==> src/rtl/hw_loop_pkg.sv <==
package hw_loop_pkg;
  // Action the loop logic takes this cycle
  typedef enum logic [1:0] {
    LP_HOLD = 2'd0,
    LP_LOAD = 2'd1,
    LP_STEP = 2'd2,
    LP_DONE = 2'd3
  } lp_op_e;
endpackage

==> src/rtl/hw_loop_bounds.sv <==
module hw_loop_bounds
  import hw_loop_pkg::*;
#(
  parameter int AW = 16,
  parameter int OW = 8
) (
  input  logic          clk,
  input  logic          rst_n,
  input  lp_op_e        op,
  input  logic [AW-1:0] cur_pc,
  input  logic [OW-1:0] rel_off,
  output logic [AW-1:0] first_q,
  output logic          at_last
);
  localparam int EXT = AW - OW;

  logic [AW-1:0] last_q;
  logic [AW-1:0] first_d, last_d;
  logic          cap_en;

  always_comb begin
    cap_en  = (op == LP_LOAD);
    first_d = cur_pc + AW'(1);
    last_d  = cur_pc + {{EXT{rel_off[OW-1]}}, rel_off};
  end

  always_ff @(posedge clk or negedge rst_n) begin
    if (!rst_n) begin
      first_q <= '0;
      last_q  <= '0;
    end else if (cap_en) begin
      first_q <= first_d;
      last_q  <= last_d;
    end
  end

  assign at_last = (cur_pc == last_q);

  // first address follows the setup address by one
  a_r2_first_addr: assert property (@(posedge clk) disable iff (!rst_n)
    (op == LP_LOAD) |=> (first_q == $past(cur_pc) + AW'(1)));
endmodule

==> src/rtl/hw_loop_count.sv <==
module hw_loop_count
  import hw_loop_pkg::*;
#(
  parameter int CW = 8,
  parameter int SW = 3
) (
  input  logic          clk,
  input  logic          rst_n,
  input  lp_op_e        op,
  input  logic [SW-1:0] cnt_code,
  input  logic [CW-1:0] reg_lo,
  output logic          armed_q,
  output logic          last_pass
);
  logic [CW-1:0] cnt_q, cnt_d, load_val;
  logic          armed_d, cnt_en;

  always_comb begin
    load_val = (cnt_code == '0) ? reg_lo : (CW'(1) << cnt_code);
    cnt_d    = cnt_q;
    armed_d  = armed_q;
    cnt_en   = 1'b0;
    unique case (op)
      LP_LOAD: begin cnt_d = load_val; armed_d = (load_val != '0); cnt_en = 1'b1; end
      LP_STEP: begin cnt_d = cnt_q - CW'(1); cnt_en = 1'b1; end
      LP_DONE: begin armed_d = 1'b0; cnt_en = 1'b1; end
      default: ;
    endcase
  end

  always_ff @(posedge clk or negedge rst_n) begin
    if (!rst_n) begin
      cnt_q   <= '0;
      armed_q <= 1'b0;
    end else if (cnt_en) begin
      cnt_q   <= cnt_d;
      armed_q <= armed_d;
    end
  end

  assign last_pass = (cnt_q == CW'(1));

  // a loop-back consumes exactly one pass
  a_r4_step_dec: assert property (@(posedge clk) disable iff (!rst_n)
    (op == LP_STEP) |=> (cnt_q == $past(cnt_q) - CW'(1)));
  // the final pass disarms
  a_r5_done_disarm: assert property (@(posedge clk) disable iff (!rst_n)
    (op == LP_DONE) |=> !armed_q);
  // zero register count never arms
  a_r6_zero_idle: assert property (@(posedge clk) disable iff (!rst_n)
    (op == LP_LOAD && cnt_code == '0 && reg_lo == '0) |=> !armed_q);
  // power-of-two codes always arm
  a_r3_imm_arms: assert property (@(posedge clk) disable iff (!rst_n)
    (op == LP_LOAD && cnt_code != '0) |=> armed_q);
endmodule

==> src/rtl/hw_loop_ctrl.sv <==
module hw_loop_ctrl
  import hw_loop_pkg::*;
#(
  parameter int AW = 16,
  parameter int OW = 8,
  parameter int CW = 8,
  parameter int SW = 3
) (
  input  logic          clk,
  input  logic          rst_n,
  input  logic [AW-1:0] cur_pc,
  input  logic [AW-1:0] seq_pc,
  input  logic          setup,
  input  logic [SW-1:0] cnt_code,
  input  logic [CW-1:0] reg_lo,
  input  logic [OW-1:0] rel_off,
  output logic [AW-1:0] next_pc,
  output logic          loop_busy
);
  lp_op_e        op;
  logic [AW-1:0] first_q;
  logic          at_last, armed_q, last_pass;

  always_comb begin
    if (setup)                  op = LP_LOAD;
    else if (armed_q && at_last) op = last_pass ? LP_DONE : LP_STEP;
    else                        op = LP_HOLD;
  end

  hw_loop_bounds #(.AW(AW), .OW(OW)) u_bounds (
    .clk(clk), .rst_n(rst_n), .op(op), .cur_pc(cur_pc),
    .rel_off(rel_off), .first_q(first_q), .at_last(at_last)
  );

  hw_loop_count #(.CW(CW), .SW(SW)) u_count (
    .clk(clk), .rst_n(rst_n), .op(op), .cnt_code(cnt_code),
    .reg_lo(reg_lo), .armed_q(armed_q), .last_pass(last_pass)
  );

  assign next_pc   = (op == LP_STEP) ? first_q : seq_pc;
  assign loop_busy = armed_q;

  // nothing armed means the sequential address passes through
  a_r8_passthru: assert property (@(posedge clk) disable iff (!rst_n)
    !armed_q |-> (next_pc == seq_pc));
  // setup never redirects
  a_r9_setup_seq: assert property (@(posedge clk) disable iff (!rst_n)
    setup |-> (next_pc == seq_pc));
  // busy only falls after the last pass at the end address or a setup
  a_r5_fall_cause: assert property (@(posedge clk) disable iff (!rst_n)
    $fell(loop_busy) |-> $past(setup || (at_last && last_pass)));
  // loop-back targets the recorded first address
  a_r4_redirect: assert property (@(posedge clk) disable iff (!rst_n)
    (armed_q && at_last && !last_pass && !setup) |-> (next_pc == first_q));
endmodule

==> config.mk <==
export PLATFORM = sky130hd
export DESIGN_NAME = hw_loop_ctrl
export DESIGN_NICKNAME = d
export VERILOG_FILES = /design/src/rtl/hw_loop_pkg.sv /design/src/rtl/hw_loop_bounds.sv /design/src/rtl/hw_loop_count.sv /design/src/rtl/hw_loop_ctrl.sv
export SDC_FILE = /design/constraint.sdc
export NUM_CORES = 1
export LEC_CHECK = 0
export ABC_AREA = 1
export CORE_MARGIN = 10
export CORE_UTILIZATION = 45
export CTS_BUF_LIST = sky130_fd_sc_hd__clkbuf_8
export CTS_CLUSTER_DIAMETER = 40
export CTS_CLUSTER_SIZE = 8
export DETAILED_ROUTE_END_ITERATION = 10
export PLACE_DENSITY_LB_ADDON = 0.1
export SLEW_MARGIN = 20
export SYNTH_ARGS = -nofsm -noshare
export SYNTH_HDL_FRONTEND = slang
export SYNTH_SLANG_ARGS = --single-unit
export TNS_END_PERCENT = 50
==> constraint.sdc <==
create_clock -name clk -period 6.9 [get_ports clk]
set_clock_uncertainty 0.2 [all_clocks]
set_input_delay 1.38 -clock clk [delete_from_list [all_inputs] [get_ports clk]]
set_output_delay 1.38 -clock clk [all_outputs]
set_load 0.01 [all_outputs]
==> flow_summary_export.csv <==
group,metric,value,unit
grt,grt-ovfl-total,0,
synthesis,yosys_register_bits,41,
routing,ant_nets,0,
clock_network,clock_latency,300,ps
synthesis,yosysTopAreaCellShare,0.304,
synthesis,synth.top_cells.by_area,"dfrtp_1 30%, nand2_1 20%, ha_1 7.8%",
floorplan,dieArea,0.0114,mm²
grt,track_usage,0.159,
clock_network,clockBufferDepth,2,
floorplan,initial_core_util,0.465,
placed_design,portBuffers,70,
critical_path,path_max_fanout,32,
timing,setup_ws,748,ps
power_and_ir_drop,fin_total_pwr,0.681,mW
critical_path,max_stage_delay,600,ps
min_path,hold_path_class,"flop to flop",
critical_path,cp_slowest_cell,"inv_1",
critical_path,crit_chain,"clkdlybuf4s50_1, inv_1, nand2_1, o21ai_0, nor2_1, nand2_1, nor2_1, nand4_1, nand2_1, inv_1, ha_1, inv_1, nand2_1, o21ai_0, clkdlybuf4s50_1",
floorplan,core,0.00725,mm²
synthesis,avgSynthCellArea,6.51,µm²
critical_path,r2r_cells,13,
finish,syn_to_final_growth,26.1,%
min_path,whs_path_depth,2,
timing,setup_violations,0,
placed_design,gp_congestion,0.849,
clock_network,path_clk_slew,70,ps
synthesis,synth_area,0.00337,mm²
floorplan,die_h,107,µm
placed_design,dp_slack,743,ps
routing,via_count,3393,
timing,slew_headroom,0.359,
timing,clock.fmax,163,MHz
critical_path,worst_setup_path_end_kind,"primary output",
routing,drtIter0Drc,155,
synthesis,synthesis.instances,518,
clock_network,cts_tree,"done",
clock_network,h-tree-depth,2,
floorplan,num_rows,31,
timing,slew_violations,0,
clock_network,cts_inserted_buffers,5,
clock_network,root_buffer,"clkbuf_8",
timing,min_period_over_period,0.892,
critical_path,start_kind,"input port",
synthesis,synthDistinctLibCells,30,
finish,finalNonFillerCells,684,
clock_network,cts_sinks,41,
power_and_ir_drop,p_leak,2.14,nW
synthesis,synth_top_area_cell,"dfrtp_1",
synthesis,yosysSeqAreaShare,0.304,
power_and_ir_drop,ir_worst_vdd,0.0000904,V
timing,rsz0062_at_grt,"false",
routing,routed_via_density,4.96,
grt,antenna_found_initial,0,
critical_path,cp.arrival,4570,ps
grt,grt_pass1_wl,15.3,mm
run,cap_violations,0,
floorplan,die_w,107,µm
grt,grt_max_degree,42,
floorplan,boundaryPins,71,
power_and_ir_drop,powerDensity,160,mW/mm²
outcome,status,"completed",
clock_network,holdBufCountCts,0,
finish,drive_gt1_frac,0.0427,
clock_network,cts_resized,0,
synthesis,ys_warn_count,0,
synthesis,synth.net_count,594,
clock_network,postCtsSetupBuffers,0,
routing,dr.pass1.iters,4,
placed_design,dp_cells,676,
timing,tightest_slew,960,ps
timing,setup_tns,0,ps
timing,finalHoldViolCount,0,
finish,diodes,0,
placed_design,post-dp-hpwl,7.29,mm
routing,avgRoutedWirePerCell,13.3,µm
critical_path,worstSetupPathType,"input port to primary output",
routing,routed_wl,9.10,mm
timing,min_period,6150,ps
critical_path,worstPathRequired,5320,ps
routing,drc,0,
finish,fin_nets,660,
critical_path,path_common_cell,"nand2_1",
grt,grt_pass1_vias,3303,
==> through the flow <==
stage          instance area [µm²]   util  hold WS [ps]
6_report                      4260  0.587           288
5_1_grt                       4260  0.587           316
4_1_cts                       4260  0.587           293
3_5_place_dp                  4150  0.573           274
3_3_place_gp                  4150  0.573           268
2_1_floorplan                 3370      -           249
==> placed cells by master, fill, tap and decap left out, types with 5 or more instances in the layout <==
| master | n |
|---|---|
| a21oi_1 | 24 |
| clkbuf_8 | 7 |
| clkdlybuf4s50_1 | 69 |
| dfrtp_1 | 41 |
| ha_1 | 21 |
| inv_1 | 57 |
| nand2_1 | 184 |
| nand3_1 | 25 |
| nand3b_1 | 6 |
| nand4_1 | 5 |
| nor2_1 | 44 |
| o21ai_0 | 48 |
| o22ai_1 | 7 |
| xnor2_1 | 13 |
| xor2_1 | 5 |
==> power by group <==
part,internal (mW),switching (mW)
Clock,0.0905,0.0854
Sequential,0.269,0.0169
Combinational,0.0982,0.120
Total,0.458,0.223
==> sequential cells by signal (all words and copies together), names as in the netlist <==
register and count:
u_count.armed_q 1, u_bounds.last_q 16, u_bounds.first_q 16, u_count.cnt_q 8
==> critical path: cells and delay by family <==
family | cells | cell delay, ps
simple gates | 7 | 770
buf+inv | 5 | 1990
compound gates | 2 | 200
fa+ha+maj | 1 | 200
==> cell type report <==
class	instances	area, µm²
clock buffers	7	96.3
inverters	57	214
clock inverters	1	5.00
flip-flops and latches	41	1030
repair buffers	72	711
fillers	705	3000
well taps	99	124
multi-input cells	407	2080
==> layer usage <==
layer	up-vias	part of all wire	track usage
li1	1784	-	-
met1	1515	0.49	0.208
met2	82	0.45	0.260
met3	12	0.039	0.0246
met4	0	0.018	0.0532
met5	-	0	0
==> synth_stat cells <==
cell and number:
nand3_2 2, ha_1 21, o21ai_2 1, a21oi_1 24
fa_1 1, o21ai_0 48, xnor2_1 13, nand3_1 25
nor3_4 1, nand3b_1 6, nor2_2 3, nor2_4 1
o21a_1 1, nand4_1 5, inv_1 57, nand2_2 3
xor2_1 5, o211ai_1 1, or2_2 2, o22ai_1 7
clkbuf_1 8, dfrtp_1 41, nor3_1 2, and2_1 3
o21ai_1 2, nand2_1 184, a21boi_0 1, nor2_1 44
nor3_2 1, buf_2 5
==> kinds of logic (layout without fill, tap and decap cells) <==
group / count (synthesis) / count (layout) / share of synthesized area
AND/OR/NAND/NOR: 282 / 282 / 0.354
XOR/XNOR: 18 / 18 / 0.0467
adder cells (fa/ha/maj): 22 / 22 / 0.0838
AO/OA/AOI/OAI: 85 / 85 / 0.132
buffers and inverters: 70 / 137 / 0.0797
flip-flops: 41 / 41 / 0.304
==> path summary, 6_finish.rpt <==
kind	startpoint	endpoint	slack, ps
min in group asynchronous	rst_n	u_bounds.first_q[3]	1040
hold / removal	u_bounds.first_q[9]	u_bounds.first_q[9]	290
hold reg to reg	u_bounds.first_q[9]	u_bounds.first_q[9]	290
setup reg to reg	u_count.cnt_q[2]	u_count.cnt_q[0]	4150
max in group asynchronous	rst_n	u_bounds.last_q[2]	4880
setup / recovery	cur_pc[5]	next_pc[1]	750
(Power assumes the default switching activity.)
